## src/rtl/ikc_pkg.sv

```systemverilog
package ikc_pkg;
  localparam int unsigned WORD_W  = 32;
  localparam int unsigned EVT_N   = 13;
  localparam int unsigned EVT_LSB = WORD_W - EVT_N;

  // event indices of the reset-done bits (status bits 24 and 23)
  localparam int unsigned EVT_TX_DONE = 5;
  localparam int unsigned EVT_RX_DONE = 4;

  // word addresses
  localparam int unsigned ADR_STATUS   = 0;
  localparam int unsigned ADR_ENABLE   = 1;
  localparam int unsigned ADR_TX_RST   = 2;
  localparam int unsigned ADR_RX_RST   = 6;
  localparam int unsigned ADR_CORE_RST = 10;

  typedef struct packed {
    logic status_wr;
    logic enable_wr;
    logic tx_kick;
    logic rx_kick;
    logic core_kick;
  } strobe_t;
endpackage

```

## src/rtl/ikc_decode.sv

```systemverilog
module ikc_decode
  import ikc_pkg::*;
#(
  parameter int unsigned ADDR_W = 4,
  parameter logic [WORD_W-1:0] KEY = 32'h0000_00A5
) (
  input  logic [ADDR_W-1:0] addr,
  input  logic              wr_en,
  input  logic [WORD_W-1:0] wr_data,
  output strobe_t           strb
);
  logic key_ok;
  assign key_ok = (wr_data == KEY);

  always_comb begin
    strb           = '0;
    strb.status_wr = wr_en && (addr == ADDR_W'(ADR_STATUS));
    strb.enable_wr = wr_en && (addr == ADDR_W'(ADR_ENABLE));
    strb.tx_kick   = wr_en && key_ok && (addr == ADDR_W'(ADR_TX_RST));
    strb.rx_kick   = wr_en && key_ok && (addr == ADDR_W'(ADR_RX_RST));
    strb.core_kick = wr_en && key_ok && (addr == ADDR_W'(ADR_CORE_RST));
  end
endmodule

```

## src/rtl/ikc_reset_gen.sv

```systemverilog
module ikc_reset_gen
  import ikc_pkg::*;
(
  input  logic    clk,
  input  logic    rst_n,
  input  strobe_t strb,
  output logic    tx_done_set,
  output logic    rx_done_set,
  output logic    tx_rst,
  output logic    rx_rst,
  output logic    core_rst
);
  logic tx_any, rx_any;
  assign tx_any      = strb.tx_kick | strb.core_kick;
  assign rx_any      = strb.rx_kick | strb.core_kick;
  assign tx_done_set = tx_any;
  assign rx_done_set = rx_any;

  always_ff @(posedge clk) begin
    if (!rst_n) begin
      tx_rst   <= 1'b0;
      rx_rst   <= 1'b0;
      core_rst <= 1'b0;
    end else begin
      tx_rst   <= tx_any;
      rx_rst   <= rx_any;
      core_rst <= strb.core_kick;
    end
  end
endmodule

```

## src/rtl/ikc_status.sv

```systemverilog
module ikc_status #(
  parameter int unsigned N = 13
) (
  input  logic         clk,
  input  logic         rst_n,
  input  logic [N-1:0] set_vec,
  input  logic [N-1:0] clr_vec,
  input  logic         en_wr,
  input  logic [N-1:0] en_data,
  output logic [N-1:0] stat,
  output logic [N-1:0] en,
  output logic         irq
);
  for (genvar i = 0; i < N; i++) begin : g_bit
    always_ff @(posedge clk) begin
      if (!rst_n) stat[i] <= 1'b0;
      else        stat[i] <= set_vec[i] | (stat[i] & ~clr_vec[i]);
    end
  end

  always_ff @(posedge clk) begin
    if (!rst_n)     en <= '0;
    else if (en_wr) en <= en_data;
  end

  assign irq = |(stat & en);
endmodule

```

## src/rtl/irq_reset_ctrl.sv

```systemverilog
module irq_reset_ctrl
  import ikc_pkg::*;
#(
  parameter int unsigned ADDR_W = 4,
  parameter logic [31:0] KEY = 32'h0000_00A5
) (
  input  logic              clk,
  input  logic              rst_n,
  input  logic [ADDR_W-1:0] reg_addr,
  input  logic              reg_wr_en,
  input  logic [31:0]       reg_wr_data,
  output logic [31:0]       reg_rd_data,
  input  logic [12:0]       evt_pulse,
  output logic              irq,
  output logic              tx_path_rst,
  output logic              rx_path_rst,
  output logic              core_rst
);
  strobe_t          strb;
  logic             tx_done_set, rx_done_set;
  logic [EVT_N-1:0] set_vec, clr_vec, stat_w, en_w;

  ikc_decode #(.ADDR_W(ADDR_W), .KEY(KEY)) u_dec (
    .addr(reg_addr), .wr_en(reg_wr_en), .wr_data(reg_wr_data), .strb(strb)
  );

  ikc_reset_gen u_rst (
    .clk(clk), .rst_n(rst_n), .strb(strb),
    .tx_done_set(tx_done_set), .rx_done_set(rx_done_set),
    .tx_rst(tx_path_rst), .rx_rst(rx_path_rst), .core_rst(core_rst)
  );

  always_comb begin
    set_vec              = evt_pulse;
    set_vec[EVT_TX_DONE] = evt_pulse[EVT_TX_DONE] | tx_done_set;
    set_vec[EVT_RX_DONE] = evt_pulse[EVT_RX_DONE] | rx_done_set;
  end

  assign clr_vec = strb.status_wr ? reg_wr_data[WORD_W-1:EVT_LSB] : '0;

  ikc_status #(.N(EVT_N)) u_stat (
    .clk(clk), .rst_n(rst_n), .set_vec(set_vec), .clr_vec(clr_vec),
    .en_wr(strb.enable_wr), .en_data(reg_wr_data[WORD_W-1:EVT_LSB]),
    .stat(stat_w), .en(en_w), .irq(irq)
  );

  always_comb begin
    reg_rd_data = '0;
    if (reg_addr == ADDR_W'(ADR_STATUS))      reg_rd_data = {stat_w, {EVT_LSB{1'b0}}};
    else if (reg_addr == ADDR_W'(ADR_ENABLE)) reg_rd_data = {en_w, {EVT_LSB{1'b0}}};
  end
endmodule

```

## config.mk

```make
export PLATFORM = sky130hd
export DESIGN_NAME = irq_reset_ctrl
export DESIGN_NICKNAME = d
export VERILOG_FILES = /design/src/rtl/ikc_pkg.sv /design/src/rtl/ikc_decode.sv /design/src/rtl/ikc_reset_gen.sv /design/src/rtl/ikc_status.sv /design/src/rtl/irq_reset_ctrl.sv
export SDC_FILE = /design/constraint.sdc
export NUM_CORES = 1
export LEC_CHECK = 0
export ABC_AREA = 1
export BUFFER_PORTS_ARGS = -buffer_cell sky130_fd_sc_hd__buf_2
export CELL_PAD_IN_SITES_DETAIL_PLACEMENT = 1
export CELL_PAD_IN_SITES_GLOBAL_PLACEMENT = 2
export CORE_ASPECT_RATIO = 0.5
export CORE_UTILIZATION = 19
export DETAILED_ROUTE_END_ITERATION = 8
export GPL_TIMING_DRIVEN = 0
export PLACE_DENSITY = 0.84
export SLEW_MARGIN = 40
export SYNTH_ARGS = -nofsm -noshare
export SYNTH_HDL_FRONTEND = slang
export SYNTH_SLANG_ARGS = --single-unit
```

## constraint.sdc

```tcl
create_clock -name clk -period 1.1 [get_ports clk]
set_clock_uncertainty 0.15 [all_clocks]
set_input_delay 0.11 -clock clk [delete_from_list [all_inputs] [get_ports clk]]
set_output_delay 0.11 -clock clk [all_outputs]
set_load 0.01 [all_outputs]
```

==> results of run 1 <==
==> placed cells by master, fill, tap and decap left out, types with 8 or more instances in the layout <==
cell,count
dlygate4sd3_1,22
nand2_1,35
inv_1,25
o21ai_2,15
dfxtp_2,8
a21oi_2,15
conb_1,19
dfxtp_1,21
nor2_1,32
a21oi_1,9
buf_2,66
nand2_2,12
buf_4,24
==> what timing repair did <==
action	4_1_cts	5_1_grt
setup buffers	8	3
resized for setup	60	62
hold buffers	22	0
hold endpoints to repair	19	0
cloned	3	1
pin swaps	11	16
setup endpoints to repair	24	38
==> synth_stat cells <==
| cell | instances |
|---|---|
| a21oi_1 | 24 |
| a221oi_1 | 2 |
| buf_2 | 2 |
| buf_4 | 19 |
| buf_6 | 3 |
| clkbuf_1 | 2 |
| conb_1 | 1 |
| dfxtp_1 | 29 |
| inv_1 | 31 |
| nand2_1 | 50 |
| nand2_2 | 5 |
| nand3_1 | 2 |
| nand3_2 | 1 |
| nor2_1 | 33 |
| nor2_2 | 2 |
| nor2_4 | 1 |
| nor3_1 | 1 |
| nor3b_1 | 1 |
| o21ai_0 | 19 |
| o21ai_1 | 7 |
| o22ai_1 | 2 |
| xor2_1 | 1 |
==> state kept, by name, indices dropped and copies added, names as in the netlist <==
signal          cells
u_rst.tx_rst        1
u_stat.stat        13
u_rst.rx_rst        1
u_rst.core_rst      1
u_stat.en          13
==> kinds of logic (layout without fill, tap and decap cells) <==
| group | Yosys count | after routing | synth area share, % |
|---|---|---|---|
| simple gates | 96 | 96 | 25.2 |
| other cells | 1 | 19 | 0.237 |
| compound gates | 54 | 54 | 17.7 |
| buf+inv | 57 | 169 | 19.6 |
| flops | 29 | 29 | 36.7 |
| xor+xnor | 1 | 1 | 0.553 |
==> area by class of cell <==
cell class	instances	area, um2
fillers	976	4990
multi-input cells	170	1030
repair buffers	104	756
flip-flops and latches	29	591
plain buffers	26	224
clock buffers	7	143
well taps	112	140
inverters	31	121
clock inverters	1	30.0
==> through the flow <==
stage	TNS, ns	total power, mW	utilization [%]	worst slack, ns	area [um2]
after floorplan	-0.422	1.35	-	-0.0528	1650
after global placement	-11.44	1.51	26.5	-0.432	2130
after detailed placement	-11.55	1.52	26.5	-0.402	2130
after CTS	-3.72	3.27	34.6	-0.390	2780
after global routing	-7.02	3.47	37.8	-0.429	3040
final	-4.45	3.35	37.8	-0.389	3040
==> layer usage <==
layer | part of all wire, % | up-vias
met5 | 0 | -
met4 | 1.2 | 0
met3 | 4.0 | 8
met2 | 55 | 30
met1 | 40 | 929
li1 | - | 968
==> where the power goes <==
group / total [mW] / switching, mW / internal, mW
clock network: 1.64 / 0.510 / 1.13
registers: 1.14 / 0.0414 / 1.10
logic: 0.568 / 0.277 / 0.291
total: 3.35 / 0.828 / 2.52
==> worst reg2reg max path, cell delays in order (launching register included) <==
cell and delay [ns]:
dfxtp_2 0.32, buf_4 0.13, a21oi_2 0.12, nor2_1 0.06
==> worst max path at each step <==
stage	start	endpoint	slack (ns)	depth (start not counted)
after floorplan	reg_addr[2]	reg_rd_data[21]	-0.05	6
after global placement	reg_addr[2]	reg_rd_data[24]	-0.43	8
after detailed placement	reg_addr[2]	reg_rd_data[22]	-0.40	8
after CTS	u_stat.stat[7]$_SDFF_PN0_	irq	-0.39	5
after global routing	u_stat.stat[6]$_SDFF_PN0_	irq	-0.43	5
final	u_stat.stat[10]$_SDFF_PN0_	irq	-0.39	5
==> impl_metrics.tcl, run 1 <==
set metrics [dict create \
    outcome "finished, violations left" \
    violations "hold timing, setup timing" \
    grt_pass1_vias 1857 \
    crit_fanout 2 \
    crit_required_ns 0.84 \
    p_per_area_nw_per_um2 1100 \
    diodes 0 \
    core_area_um2 8030 \
    cp-end-kind "primary output" \
    worstHoldEndpoint "u_rst.rx_rst$_SDFF_PN0_" \
    r2r_cells 3 \
    wl_per_cell_um 13.3 \
    drive_above_1_share_pct 51.6 \
    syn_area_per_cell_um2 6.65 \
    grt_use_met1_pct 16.2 \
    stdcell_count 480 \
    drt_iter0_drc 50 \
    final_max_slew_viol_count 0 \
    htreeDepth 2 \
    die_h_um 66.5 \
    cts-root-buf "clkbuf_16" \
    vias_per_cell 4.03 \
    maxCapViolations 0 \
    io_pins 88 \
    yosysSeqAreaShare_pct 36.7 \
    holdPathStages 4 \
    grt_pass1_wl_mm 9.01 \
    critPathArrivalTime_ns 1.23 \
    r2r_slack_ns 0.18 \
    num_vias 1935 \
    fin_ws_ns -0.389 \
    path_buf_inv 2 \
    criticalPathCategory "reg -> out" \
    placedCellCount 436 \
    grt_use_met3_pct 2.81 \
    dieArea_um2 8720 \
    tightest_slew_ns 0.581 \
    rsz0062_at_grt "yes" \
    clk_latency_ns 0.28 \
    peakVddDrop_v 0.000500 \
    dieWidth_um 131 \
    start_util_pct 19.7 \
    min_path_type "in -> reg" \
    max_freq_mhz 671 \
    globalplace.congestion 0.724 \
    grt-busiest-layer "met2" \
    met2_usage_pct 25.4 \
    grt.overflow.total 0 \
    yosysTopAreaCell "dfxtp_1" \
    period_needed_ns 1.49 \
    cts_buffers 5 \
    wirelength_mm 6.39 \
    max_slew_margin_pct 61.3 \
    area_growth_pct 91.8 \
    whs_ns -0.000336 \
    yosys-top-cells-area "dfxtp_1 37%, nand2_1 12%, buf_4 9.0%, nor2_1 7.8%, a21oi_1 7.6%" \
    finalCritPeriodShare_pct 135 \
    portBuffers 68 \
    dp_hpwl_mm 3.87 \
    worst_r2r_endpoint "u_stat.stat[8]$_SDFF_PN0_" \
    antenna_found_initial 0 \
    crit_chain "inv_1 > o21ai_1 > nor3b_2 > nand3_1 > buf_2" \
    numClockSinks 29 \
    yosys_warnings 0 \
    hold_viol_final 1 \
    clockBufferDepth 2 \
    ant_nets 0 \
    syn_inst 238 \
    netlist_area_um2 1580 \
    grt_usage_pct 13.8 \
    drc 0 \
    synth.ff_latch_count 29 \
    synth_top_area_share_pct 36.7 \
    path_clk_slew_ns 0.05 \
    cpMaxStageDelayCell "dfxtp_1" \
    drt-pass1-iter-count 6 \
    critPathLaunchType "register" \
    grt_max_degree 11 \
    r2r_start "u_stat.stat[8]$_SDFF_PN0_" \
    tritoncts "done" \
    leakage_nw 1.45 \
    hp-start "reg_addr[2]" \
    crit_path_max_incr_delay_ns 0.32 \
    ys_types 22 \
    final_nets 419 \
    rows 23 \
    critPathTopFamily "flip-flops" \
    setup_viol 31 \
]
Power figures use the tool's default switching activity.
==> inputs of run 2 (changes only) <==
--- a/config.mk
+++ b/config.mk
@@ -14,6 +14,7 @@
 export DETAILED_ROUTE_END_ITERATION = 8
 export GPL_TIMING_DRIVEN = 0
 export PLACE_DENSITY = 0.84
+export RECOVER_POWER = 25
 export SLEW_MARGIN = 40
 export SYNTH_ARGS = -nofsm -noshare
 export SYNTH_HDL_FRONTEND = slang
==> constraint.sdc (replaced) <==
create_clock -name clk -period 1.1 [get_ports clk]
set_clock_uncertainty 0.15 [all_clocks]
set_input_delay 0.165 -clock clk [delete_from_list [all_inputs] [get_ports clk]]
set_output_delay 0.165 -clock clk [all_outputs]
set_load 0.01 [all_outputs]
==> run 2 against run 1 <==
  * The run ends with setup timing left
  * Largest power group unchanged
  * Final area is 0.29% lower
  * Global-route usage up 0.15 points
  * Power decreased by 8.3%
  * Die area did not move
  * Via count fell by 0.21%
  * Hold slack better by 0.025 ns
  * Register-to-register slack got worse by 0.03 ns
  * Setup slack got worse by 0.017 ns
  * Critical path type unchanged
  * Highest routed layer unchanged
  * Utilization decreased by 0.11 points
  * Critical endpoint unchanged
  * Sequential share of layout area is essentially flat
  * Clock power down 16%
==> impl_metrics.tcl, run 2 (synthesis gave the netlist of run 1 again) <==
set metrics [dict create \
    combinationalPowerShare_pct 18.1 \
    grt_pass1_wl_mm 9.14 \
    worstHoldEndpoint "u_stat.stat[4]$_SDFF_PN0_" \
    hp-start "evt_pulse[4]" \
    globalplace.congestion 0.716 \
    drt-pass1-iter-count 4 \
    core_area_um2 8030 \
    dieWidth_um 131 \
    area_growth_pct 91.2 \
    leakage_nw 1.42 \
    swShare_pct 26.3 \
    dieArea_um2 8720 \
    critPathArrivalTime_ns 1.19 \
    startpoint "u_stat.stat[7]$_SDFF_PN0_" \
    grt_use_met3_pct 3.05 \
    path_clk_slew_ns 0.05 \
    worst_r2r_endpoint "u_stat.stat[8]$_SDFF_PN0_" \
    rows 23 \
    hold_viol_final 0 \
    io_pins 88 \
    critPathLaunchType "register" \
    max_slew_margin_pct 61.3 \
    wirelength_mm 6.66 \
    portBuffers 68 \
    r2r_start "u_stat.stat[8]$_SDFF_PN0_" \
    cp-end-kind "primary output" \
    grt.overflow.total 0 \
    pre_cts_ws_ns -0.413 \
    final_max_slew_viol_count 0 \
    dp_hpwl_mm 4.10 \
    cts-root-buf "clkbuf_16" \
    setup_tns_ns -6.85 \
    grt_max_degree 11 \
    power_frac_seq_pct 37.3 \
    holdPathStages 5 \
    htreeDepth 2 \
    period_needed_ns 1.51 \
    mostFrequentLayoutCell "buf_2" \
    tightest_slew_ns 0.581 \
    rsz0062_at_grt "yes" \
    final_cell_mix "56 x buf_2, 31 x nand2_1, 28 x nor2_1" \
    vias_per_cell 4.11 \
    total_power_mw 3.07 \
    diodes 0 \
    cts_buffers 5 \
    clk_latency_ns 0.27 \
    ant_nets 0 \
    placedCellCount 436 \
    drive_above_1_share_pct 53.4 \
    final_util_pct 37.7 \
    outcome "finished, violations left" \
    grt_use_met1_pct 16.2 \
    cellInternalPower_mw 2.26 \
    tritoncts "done" \
    clockBufferDepth 2 \
    crit_fanout 3 \
    grt-busiest-layer "met2" \
    clkPwrFrac_pct 44.6 \
    start_util_pct 19.7 \
    drt_iter0_drc 97 \
    grt_pass1_vias 1898 \
    nFillCells 969 \
    antenna_found_initial 0 \
    peakVddDrop_v 0.000502 \
    met2_usage_pct 25.8 \
    stdcell_count 470 \
    criticalPathCategory "reg -> out" \
    wl_per_cell_um 14.2 \
    numClockSinks 29 \
    drc 0 \
    final_nets 410 \
    setup_viol 29 \
    crit_required_ns 0.78 \
    reg_top3 "u_stat.en (13), u_stat.stat (13)" \
    p_per_area_nw_per_um2 1020 \
    max_freq_mhz 664 \
    r2r_slack_ns 0.15 \
    r2r_cells 3 \
    finalCritPeriodShare_pct 137 \
    num_vias 1931 \
    violations "setup timing" \
    switching_power_uw 810 \
    fin_ws_ns -0.406 \
    die_h_um 66.5 \
    grt_usage_pct 14.0 \
    maxCapViolations 0 \
    min_path_type "in -> reg" \
]
## run 2: power groups by stage
stage	combinational [mW]	clock [mW]	sequential, mW
after detailed placement	0.397	0	1.15
after floorplan	0.235	0	1.14
after global placement	0.392	0	1.15
after CTS	0.497	1.37	1.14
after global routing	0.606	1.43	1.15
final	0.557	1.37	1.15
## run 2: worst max path at each step
stage / depth (start not counted) / end / slack [ns]
final: 5 / irq / -0.41
after global placement: 8 / reg_rd_data[23] / -0.39
after floorplan: 7 / u_stat.stat[10]$_SDFF_PN0_ / -0.05
after detailed placement: 8 / reg_rd_data[24] / -0.41
after global routing: 5 / irq / -0.46
after CTS: 5 / irq / -0.44
## run 2: area by class of cell
class / count / area, um2 / share of cell area, %
multi-input combinational: 170 / 1070 / 35.4
timing repair buffer: 95 / 738 / 24.4
sequential: 29 / 588 / 19.4
buffer: 26 / 224 / 7.40
clock buffer: 7 / 143 / 4.71
tap: 112 / 140 / 4.63
inverter: 31 / 121 / 4.01
## run 2: worst max-delay path, cell delays in order, from the launching register on
cell	delay, ns
dfxtp_1	0.34
nand2_1	0.08
nand2_1	0.06
a221oi_2	0.18
nand3_1	0.10
buf_2	0.15
## run 2: timing repair
item | in CTS | in global routing
hold buffers | 11 | 0
setup endpoints to repair | 31 | 38
gates resized for setup | 53 | 47
cloned | 3 | 1
pin swaps | 13 | 13
endpoints found under the hold margin | 11 | 0
buffers inserted | 8 | 4
## run 2: through the flow
stage,cell area [um2],hold WS [ns]
detailed placement,2260,0.229
finish,3030,0.0250
CTS,2820,0.0145
global placement,2260,0.222
floorplan,1780,0.127
global route,3030,0.0459
## run 2: layer usage
metal,wire length (um),up-vias
met5,0,-
met4,112,0
met3,370,10
met2,3430,62
met1,2750,909
li1,-,950
